==> config.mk <==
export PLATFORM = sky130hd
export DESIGN_NAME = asram_access_ctrl
export DESIGN_NICKNAME = d
export VERILOG_FILES = /design/src/rtl/asram_pkg.sv /design/src/rtl/asram_phase_timer.sv /design/src/rtl/asram_req_latch.sv /design/src/rtl/asram_read_capture.sv /design/src/rtl/asram_access_ctrl.sv
export SDC_FILE = /design/constraint.sdc
export NUM_CORES = 1
export LEC_CHECK = 0
export CAP_MARGIN = 25
export CORE_MARGIN = 8
export CORE_UTILIZATION = 53
export CTS_BUF_LIST = sky130_fd_sc_hd__clkbuf_8
export CTS_CLUSTER_DIAMETER = 150
export DETAILED_ROUTE_END_ITERATION = 8
export DONT_BUFFER_PORTS = 1
export HOLD_SLACK_MARGIN = 0.08
export PLACE_DENSITY = 0.64
export RECOVER_POWER = 25
export SYNTH_ARGS = -nofsm -noshare
export SYNTH_HDL_FRONTEND = slang
export SYNTH_SLANG_ARGS = --single-unit
==> constraint.sdc <==
create_clock -name clk -period 4.8 [get_ports clk]
set_clock_uncertainty 0.2 [all_clocks]
set_input_delay 0 -clock clk [delete_from_list [all_inputs] [get_ports clk]]
set_output_delay 0 -clock clk [all_outputs]
set_load 0.05 [all_outputs]
==> src/rtl/asram_pkg.sv <==
package asram_pkg;

    typedef enum logic [2:0] {
        ST_IDLE,
        ST_WSETUP,
        ST_WPULSE,
        ST_WHOLD,
        ST_RACCESS
    } asram_state_e;

    // Whole cycles covering a nanosecond limit, never fewer than one.
    function automatic int ns_to_cycles(input int limit_ns, input int period_ns);
        int c;
        c = (limit_ns + period_ns - 1) / period_ns;
        return (c < 1) ? 1 : c;
    endfunction

    function automatic int imax(input int a, input int b);
        return (a > b) ? a : b;
    endfunction

endpackage

==> src/rtl/asram_phase_timer.sv <==
module asram_phase_timer #(
    parameter int CNT_W = 3
) (
    input  logic             clk,
    input  logic             rst,
    input  logic             load,
    input  logic [CNT_W-1:0] load_val,
    output logic             expired
);
    logic [CNT_W-1:0] cnt_q;

    assign expired = (cnt_q == '0);

    always_ff @(posedge clk) begin
        if (rst)
            cnt_q <= '0;
        else if (load)
            cnt_q <= load_val;
        else if (!expired)
            cnt_q <= cnt_q - 1'b1;
    end
endmodule

==> src/rtl/asram_req_latch.sv <==
module asram_req_latch #(
    parameter int AW = 19,
    parameter int DW = 8
) (
    input  logic          clk,
    input  logic          rst,
    input  logic          take,
    input  logic [AW-1:0] addr_in,
    input  logic [DW-1:0] data_in,
    output logic [AW-1:0] addr_q,
    output logic [DW-1:0] data_q
);
    always_ff @(posedge clk) begin
        if (rst) begin
            addr_q <= '0;
            data_q <= '0;
        end else if (take) begin
            addr_q <= addr_in;
            data_q <= data_in;
        end
    end
endmodule

==> src/rtl/asram_read_capture.sv <==
module asram_read_capture #(
    parameter int DW = 8
) (
    input  logic          clk,
    input  logic          rst,
    input  logic          sample,
    input  logic [DW-1:0] bus_in,
    output logic          valid_q,
    output logic [DW-1:0] data_q
);
    always_ff @(posedge clk) begin
        if (rst) begin
            valid_q <= 1'b0;
            data_q  <= '0;
        end else begin
            valid_q <= sample;
            if (sample)
                data_q <= bus_in;
        end
    end


    rd_pulse_single_chk: assert property (@(posedge clk) disable iff (rst)
        valid_q |=> !valid_q);
endmodule

==> src/rtl/asram_access_ctrl.sv <==
module asram_access_ctrl
    import asram_pkg::*;
#(
    parameter int AW                = 19,
    parameter int DW                = 8,
    parameter int CLK_PERIOD_NS     = 10,
    parameter int T_BUS_RELEASE_NS  = 15,
    parameter int T_ADDR_ACCESS_NS  = 45,
    parameter int T_STROBE_ACC_NS   = 20,
    parameter int T_READ_CYCLE_NS   = 45,
    parameter int T_WE_WIDTH_NS     = 35,
    parameter int T_DATA_SETUP_NS   = 25,
    parameter int T_WRITE_CYCLE_NS  = 45
) (
    input  logic          clk,
    input  logic          rst,
    input  logic          req_valid,
    output logic          req_ready,
    input  logic          req_write,
    input  logic [AW-1:0] req_addr,
    input  logic [DW-1:0] req_wdata,
    output logic          rd_valid,
    output logic [DW-1:0] rd_data,
    output logic          mem_ce_n,
    output logic          mem_oe_n,
    output logic          mem_we_n,
    output logic [AW-1:0] mem_addr,
    output logic [DW-1:0] mem_dq_out,
    output logic          mem_dq_oe,
    input  logic [DW-1:0] mem_dq_in
);
    // phase lengths in cycles
    localparam int N_SU = ns_to_cycles(T_BUS_RELEASE_NS, CLK_PERIOD_NS);
    localparam int N_RD = imax(imax(ns_to_cycles(T_ADDR_ACCESS_NS, CLK_PERIOD_NS),
                                    ns_to_cycles(T_STROBE_ACC_NS, CLK_PERIOD_NS)),
                               ns_to_cycles(T_READ_CYCLE_NS, CLK_PERIOD_NS));
    localparam int N_WE = imax(imax(ns_to_cycles(T_WE_WIDTH_NS, CLK_PERIOD_NS),
                                    ns_to_cycles(T_DATA_SETUP_NS, CLK_PERIOD_NS)),
                               ns_to_cycles(T_WRITE_CYCLE_NS, CLK_PERIOD_NS) - N_SU - 1);
    localparam int N_MAX = imax(N_RD, imax(N_SU, N_WE));
    localparam int CNT_W = $clog2(N_MAX + 1);
    localparam logic [CNT_W-1:0] SU_LAST = CNT_W'(N_SU - 1);
    localparam logic [CNT_W-1:0] WE_LAST = CNT_W'(N_WE - 1);
    localparam logic [CNT_W-1:0] RD_LAST = CNT_W'(N_RD - 1);

    asram_state_e     state_q, state_d;
    logic             tmr_load, tmr_expired, take, sample;
    logic [CNT_W-1:0] tmr_val;

    asram_phase_timer #(.CNT_W(CNT_W)) timer_i (
        .clk(clk), .rst(rst), .load(tmr_load), .load_val(tmr_val), .expired(tmr_expired)
    );

    asram_req_latch #(.AW(AW), .DW(DW)) latch_i (
        .clk(clk), .rst(rst), .take(take), .addr_in(req_addr), .data_in(req_wdata),
        .addr_q(mem_addr), .data_q(mem_dq_out)
    );

    asram_read_capture #(.DW(DW)) capture_i (
        .clk(clk), .rst(rst), .sample(sample), .bus_in(mem_dq_in),
        .valid_q(rd_valid), .data_q(rd_data)
    );

    always_ff @(posedge clk) begin
        if (rst)
            state_q <= ST_IDLE;
        else
            state_q <= state_d;
    end

    // Next state and phase timer control
    always_comb begin
        state_d  = state_q;
        tmr_load = 1'b0;
        tmr_val  = '0;
        take     = 1'b0;
        sample   = 1'b0;
        unique case (state_q)
            ST_IDLE: begin
                if (req_valid) begin
                    take     = 1'b1;
                    tmr_load = 1'b1;
                    if (req_write) begin
                        state_d = ST_WSETUP;
                        tmr_val = SU_LAST;
                    end else begin
                        state_d = ST_RACCESS;
                        tmr_val = RD_LAST;
                    end
                end
            end
            ST_WSETUP: begin
                if (tmr_expired) begin
                    state_d  = ST_WPULSE;
                    tmr_load = 1'b1;
                    tmr_val  = WE_LAST;
                end
            end
            ST_WPULSE: begin
                if (tmr_expired)
                    state_d = ST_WHOLD;
            end
            ST_WHOLD: state_d = ST_IDLE;
            ST_RACCESS: begin
                if (tmr_expired) begin
                    sample  = 1'b1;
                    state_d = ST_IDLE;
                end
            end
            default: state_d = ST_IDLE;
        endcase
    end

    // Strobes and bus enable per state
    always_comb begin
        mem_ce_n  = 1'b1;
        mem_oe_n  = 1'b1;
        mem_we_n  = 1'b1;
        mem_dq_oe = 1'b0;
        req_ready = 1'b0;
        unique case (state_q)
            ST_IDLE:    req_ready = 1'b1;
            ST_WSETUP:  mem_ce_n  = 1'b0;
            ST_WPULSE: begin
                mem_ce_n  = 1'b0;
                mem_we_n  = 1'b0;
                mem_dq_oe = 1'b1;
            end
            ST_WHOLD: begin
                mem_ce_n  = 1'b0;
                mem_dq_oe = 1'b1;
            end
            ST_RACCESS: begin
                mem_ce_n = 1'b0;
                mem_oe_n = 1'b0;
            end
            default: req_ready = 1'b0;
        endcase
    end

    // Checker state: run lengths of the strobes
    logic [7:0] we_run_q, oe_run_q;
    always_ff @(posedge clk) begin
        if (rst) begin
            we_run_q <= '0;
            oe_run_q <= '0;
        end else begin
            we_run_q <= mem_we_n ? 8'd0 : ((we_run_q == 8'hFF) ? we_run_q : we_run_q + 8'd1);
            oe_run_q <= mem_oe_n ? 8'd0 : ((oe_run_q == 8'hFF) ? oe_run_q : oe_run_q + 8'd1);
        end
    end


    we_encoding_chk: assert property (@(posedge clk) disable iff (rst)
        !mem_we_n |-> (!mem_ce_n && mem_oe_n));

    bus_contention_chk: assert property (@(posedge clk) disable iff (rst)
        mem_dq_oe |-> mem_oe_n);

    oe_gap_chk: assert property (@(posedge clk) disable iff (rst)
        $fell(mem_oe_n) |-> !$past(mem_dq_oe));

    ready_busy_chk: assert property (@(posedge clk) disable iff (rst)
        !mem_ce_n |-> !req_ready);

    addr_hold_chk: assert property (@(posedge clk) disable iff (rst)
        (!mem_ce_n && $past(!mem_ce_n)) |-> $stable(mem_addr));

    write_edge_chk: assert property (@(posedge clk) disable iff (rst)
        $rose(mem_we_n) |-> ($stable(mem_addr) && $stable(mem_dq_out) && mem_dq_oe && !mem_ce_n));

    we_width_chk: assert property (@(posedge clk) disable iff (rst)
        $rose(mem_we_n) |-> (int'(we_run_q) >= N_WE));

    oe_width_chk: assert property (@(posedge clk) disable iff (rst)
        $rose(mem_oe_n) |-> (int'(oe_run_q) >= N_RD));

    rd_after_oe_chk: assert property (@(posedge clk) disable iff (rst)
        rd_valid |-> $past(!mem_oe_n));
endmodule

# ---- Word-level counts from Yosys, hierarchy flattened
# Index checks and enable logic that the tools add are counted.
dict set report classes {
  n_addsub 1
  eq_ne 9
  n_mux 21
  reduce_logical 5
}
# operator n
set ops {}
lappend ops {{two-way mux 3 bit} 8}
lappend ops {{one-hot mux 3 bit (4 select lines)} 1}
lappend ops {{two-way mux 1 bit} 9}
lappend ops {{inequality test 2 x 1 -> 1 bit (second input constant)} 4}
lappend ops {{equality test 3 x 2 -> 1 bit (second input constant)} 2}
lappend ops {{zero test 3 bit} 2}
lappend ops {{one-hot mux 3 bit (2 select lines)} 1}
lappend ops {{AND reduction 4 bit} 1}
lappend ops {{OR reduction 4 bit} 1}
lappend ops {{equality test 3 x 1 -> 1 bit (second input constant)} 1}
lappend ops {{equality test 3 bit (second input constant)} 1}
lappend ops {{subtractor 3 x 1 -> 3 bit (second input constant)} 1}
lappend ops {{two-way mux 2 bit} 1}
lappend ops {{inequality test 2 bit (second input constant)} 1}
lappend ops {{one-hot mux 1 bit (2 select lines)} 1}
lappend ops {{OR reduction 2 bit} 1}
dict set report word_totals {
  ff_bits 42
  inputBits 39
  output_inout_bits 41
  word_cells 42
}

# ---- Longest topological paths before layout
dict set report logic_depth {
  depth_word 4
  depth_mapped 6
  mapped_depth_nobuf 5
}

# ---- Cells and area by module
# From an unflattened synthesis, not the netlist that was laid out.
dict set report unflattened {
  cells_unflattened 162
  hier_area_um2 1715.4
}
# mod instances cells_each area_each_um2 seq_area_each_um2
set modules_own_cells {}
lappend modules_own_cells {asram_req_latch 1 87 978.4 540.5}
lappend modules_own_cells {asram_read_capture 1 28 312.8 180.2}
lappend modules_own_cells {asram_access_ctrl 1 25 217.7 60.1}
lappend modules_own_cells {asram_phase_timer 1 22 206.4 60.1}

# ---- Least setup slack after synthesis
# Ideal clock, no wire load.
dict set report synth_timing {
  kind {register -> output}
  start {reg state_q[1]}
  end {out req_ready}
  arrival_ns 1.545
  t_required_ns 4.600
  slack_ns 3.055
  path_stages_with_launch 3
  path_cell_list {dfxtp_1 -> buf_4 -> nor3_1}
}
dict set report synth_between {
  elab_chain_len 2
}
# element line_no
set synth_lines {}
lappend synth_lines {{from (decl)} asram_access_ctrl.sv:46} ;# asram_state_e state_q, state_d;
lappend synth_lines {{from (signal assigned)} asram_access_ctrl.sv:68} ;# state_q <= state_d;
lappend synth_lines {{zero test 3 bit} asram_access_ctrl.sv:121} ;# unique case (state_q)
lappend synth_lines {{two-way mux 1 bit} asram_access_ctrl.sv:121}
lappend synth_lines {{to (decl)} asram_access_ctrl.sv:18} ;# output logic req_ready,
# No other way between the ends.

# ---- Worst setup path after layout
dict set report layout_timing {
  start {reg state_q[0]}
  end {reg latch_i.addr_q[9]}
}
dict set report layout_between {
  elab_chain_len 2
}
# element line_no
set layout_lines {}
lappend layout_lines {{zero test 3 bit} asram_access_ctrl.sv:78} ;# unique case (state_q)
lappend layout_lines {{two-way mux 1 bit} asram_access_ctrl.sv:78}
lappend layout_lines {{to (signal assigned)} asram_req_latch.sv:18} ;# addr_q <= addr_in;
lappend layout_lines {{to (decl)} asram_req_latch.sv:10} ;# output logic [AW-1:0] addr_q,
# No other way between the ends.
# A chain may end at the register's enable or synchronous reset.

==> results_dict.tcl <==
set metrics [dict create \
    outcome "complete, no violations" \
    avgSynthCellArea_sq_um 8.64 \
    timing.final.crit_share 0.618 \
    p_sw_mw 0.564 \
    grt_usage 0.195 \
    endpoint_kind "register" \
    firstDrtPassIters 4 \
    synthFlopType "dfxtp_1" \
    seq_power_share 0.465 \
    required_ns 4.83 \
    grt_overflow_total 0 \
    async_reset_ff_frac 0 \
    fin_total_pwr_mw 1.27 \
    hpwl_um 2850 \
    p_leak_nw 0.926 \
    fin_crit_ns 2.97 \
    min_path_type "input port to register" \
    p_sw_frac 0.445 \
    clkLatencyLatePin_ns 0.28 \
    final_nets 303 \
    htreeDepth 2 \
    hold_depth 2 \
    relSlewSlack 0.332 \
    io_pins 80 \
    drc 0 \
    syn2layout_area_growth_pct 41.9 \
    vias_per_cell 5.34 \
    ant_nets 0 \
    wl_um 5190 \
    die_y_um 73.4 \
    synth.cell_area_sq_um 1750 \
    power.density_nw_per_um2 511 \
    synth_top_area_cell "dfxtp_1" \
    numClockSinks 42 \
    r2r_start "state_q[0]$_SDFFE_PP0P_" \
    r2r-end "latch_i.addr_q[9]$_SDFFE_PP0P_" \
    fmax_mhz 337 \
    synth_edf_count 0 \
    antenna_found_initial 0 \
    r2r_cells 6 \
    synth_common_cells "56 x nand2_1, 42 x dfxtp_1, 37 x a21oi_1" \
    yosysUniqueCellTypes 34 \
    finalSetupTns_ns 0 \
    clk_pin_slew_ns 0.08 \
    grt_pass1_vias 1679 \
    drtIter0Drc 102 \
    dieWidth_um 73.4 \
    synth_area_leaders "dfxtp_1 48%, nand2_1 12%, a21oi_1 11%" \
    min_to "timer_i.cnt_q[2]$_SDFFE_PP0P_" \
    hold_viol_final 0 \
    hold_start "req_write" \
    via_count 1656 \
    cts_max_path_buffers 2 \
    synth_seq_area_share 0.482 \
    ff2ff_setup_slack_ns 1.83 \
    cts-root-buf "clkbuf_8" \
    io_buffers 0 \
    critical_path_arrival_ns 3.00 \
    grt_max_degree 43 \
    internal-power_mw 0.703 \
    crit_path_start "state_q[0]$_SDFFE_PP0P_" \
    irDropWorstVdd_mv 0.303 \
    cts_inserted_buffers 5 \
    place_congestion 0.860 \
    start_util 0.536 \
    synth_most_common_cell "nand2_1" \
    dieArea_sq_um 5390 \
    path_class "register to register" \
    maxCapViolCount 0 \
    rows 21 \
    drive_gt1_frac 0.0760 \
    worst_slew_pin_slew_ns 0.999 \
    grt_pass1_wl_um 8160 \
    cts_tree "built" \
    path_max_fanout 27 \
    cts_setup_buffers 0 \
    combPwrFrac 0.353 \
    coreArea_sq_um 3260 \
    p_clk_frac 0.182 \
    cp-start-kind "register" \
    setup_viol 0 \
    synth-seq-cells 42 \
    drt-wirelength-per-cell_um 16.7 \
    rsz0062_at_grt "no" \
    yosysWarnings 0 \
    drv_slew 0 \
    synth_nets 243 \
    syn_inst 202 \
    yosysTopAreaCellShare 0.482 \
]
==> state kept, by name, summed over array words and instances, names as in the netlist <==
register / count
capture_i.data_q: 8
capture_i.valid_q: 1
timer_i.cnt_q: 3
latch_i.data_q: 8
latch_i.addr_q: 19
state_q: 3
==> cells by family after synthesis <==
kind of cell             after synthesis  synth area share
buffers and inverters                 19            0.0746
AND/OR/NAND/NOR                       83             0.229
flip-flops                            42             0.482
AO/OA/AOI/OAI                         54             0.189
multiplexers                           1           0.00573
XOR/XNOR                               1           0.00502
adder cells (fa/ha/maj)                2            0.0143
==> through the flow <==
step / setup WS [ns] / hold WS [ns] / std cells / utilization / cell area [sq um]
global route: 1.67 / 0.155 / 309 / 0.760 / 2470
floorplan: 3.05 / -0.0997 / 202 / - / 1750
CTS: 1.88 / 0.139 / 309 / 0.760 / 2470
finish: 1.83 / 0.153 / 310 / 0.760 / 2480
detailed placement: 2.85 / -0.128 / 234 / 0.522 / 1700
global placement: 2.91 / -0.128 / 234 / 0.522 / 1700
==> final cells by class <==
type                    count  area [sq um]
inverters                   3          11.3
multi-input cells         141           774
clock buffers               6          82.6
diodes                      1          2.50
well taps                  46          57.6
repair buffers             69           696
clock inverters             2          12.5
fillers                   234           781
flip-flops and latches     42           841
==> timing repair <==
item | in CTS | in global routing
endpoints found under the hold margin | 42 | 0
setup endpoints to repair | 0 | 0
resized for setup | 0 | 0
hold buffers | 67 | 0
==> power by group through the flow <==
| stage | Clock [mW] | Combinational, mW | Sequential (mW) |
|---|---|---|---|
| 6_report | 0.230 | 0.448 | 0.589 |
| 5_1_grt | 0.254 | 0.489 | 0.598 |
| 4_1_cts | 0.238 | 0.436 | 0.588 |
| 3_5_place_dp | 0 | 0.350 | 0.597 |
| 3_3_place_gp | 0 | 0.337 | 0.594 |
| 2_1_floorplan | 0 | 0.351 | 0.568 |
==> critical path, cell delays in order (launching register included) <==
cell	delay [ns]
dfxtp_1	0.46
nor4b_4	0.52
buf_4	0.36
nand2_1	0.08
dlygate4sd3_1	0.56
a21oi_1	0.14
dlygate4sd3_1	0.57
==> cells in the final DEF (no fill, tap or decap), types with 2 or more instances in the layout <==
cell	netlist	routed
nand3_1	9	9
a211o_1	2	2
nand2_1	56	56
o21ai_0	8	8
nor2b_1	3	3
inv_1	2	2
clkbuf_8	0	6
a21oi_1	37	37
buf_4	1	2
dlygate4sd3_1	0	66
ha_1	2	2
nor3_1	3	3
nor2_1	4	4
dfxtp_1	42	42
==> metal layers <==
layer,part of all wire,routed length [um],global-route usage,vias up
li1,-,-,-,800
met1,0.35,1810,0.189,773
met2,0.53,2770,0.352,71
met3,0.10,520,0.0846,12
met4,0.018,92,0.0798,0
met5,0,0,0,-
==> worst max-delay path by stage <==
stage | to | slack [ns]
2_1_floorplan | req_ready | 3.05
3_3_place_gp | capture_i.data_q[6]$_SDFFE_PP0P_ | 2.91
3_5_place_dp | capture_i.data_q[5]$_SDFFE_PP0P_ | 2.85
4_1_cts | timer_i.cnt_q[0]$_SDFFE_PP0P_ | 1.88
5_1_grt | timer_i.cnt_q[0]$_SDFFE_PP0P_ | 1.67
6_report | latch_i.addr_q[9]$_SDFFE_PP0P_ | 1.83
Power figures use the tool's default switching activity.
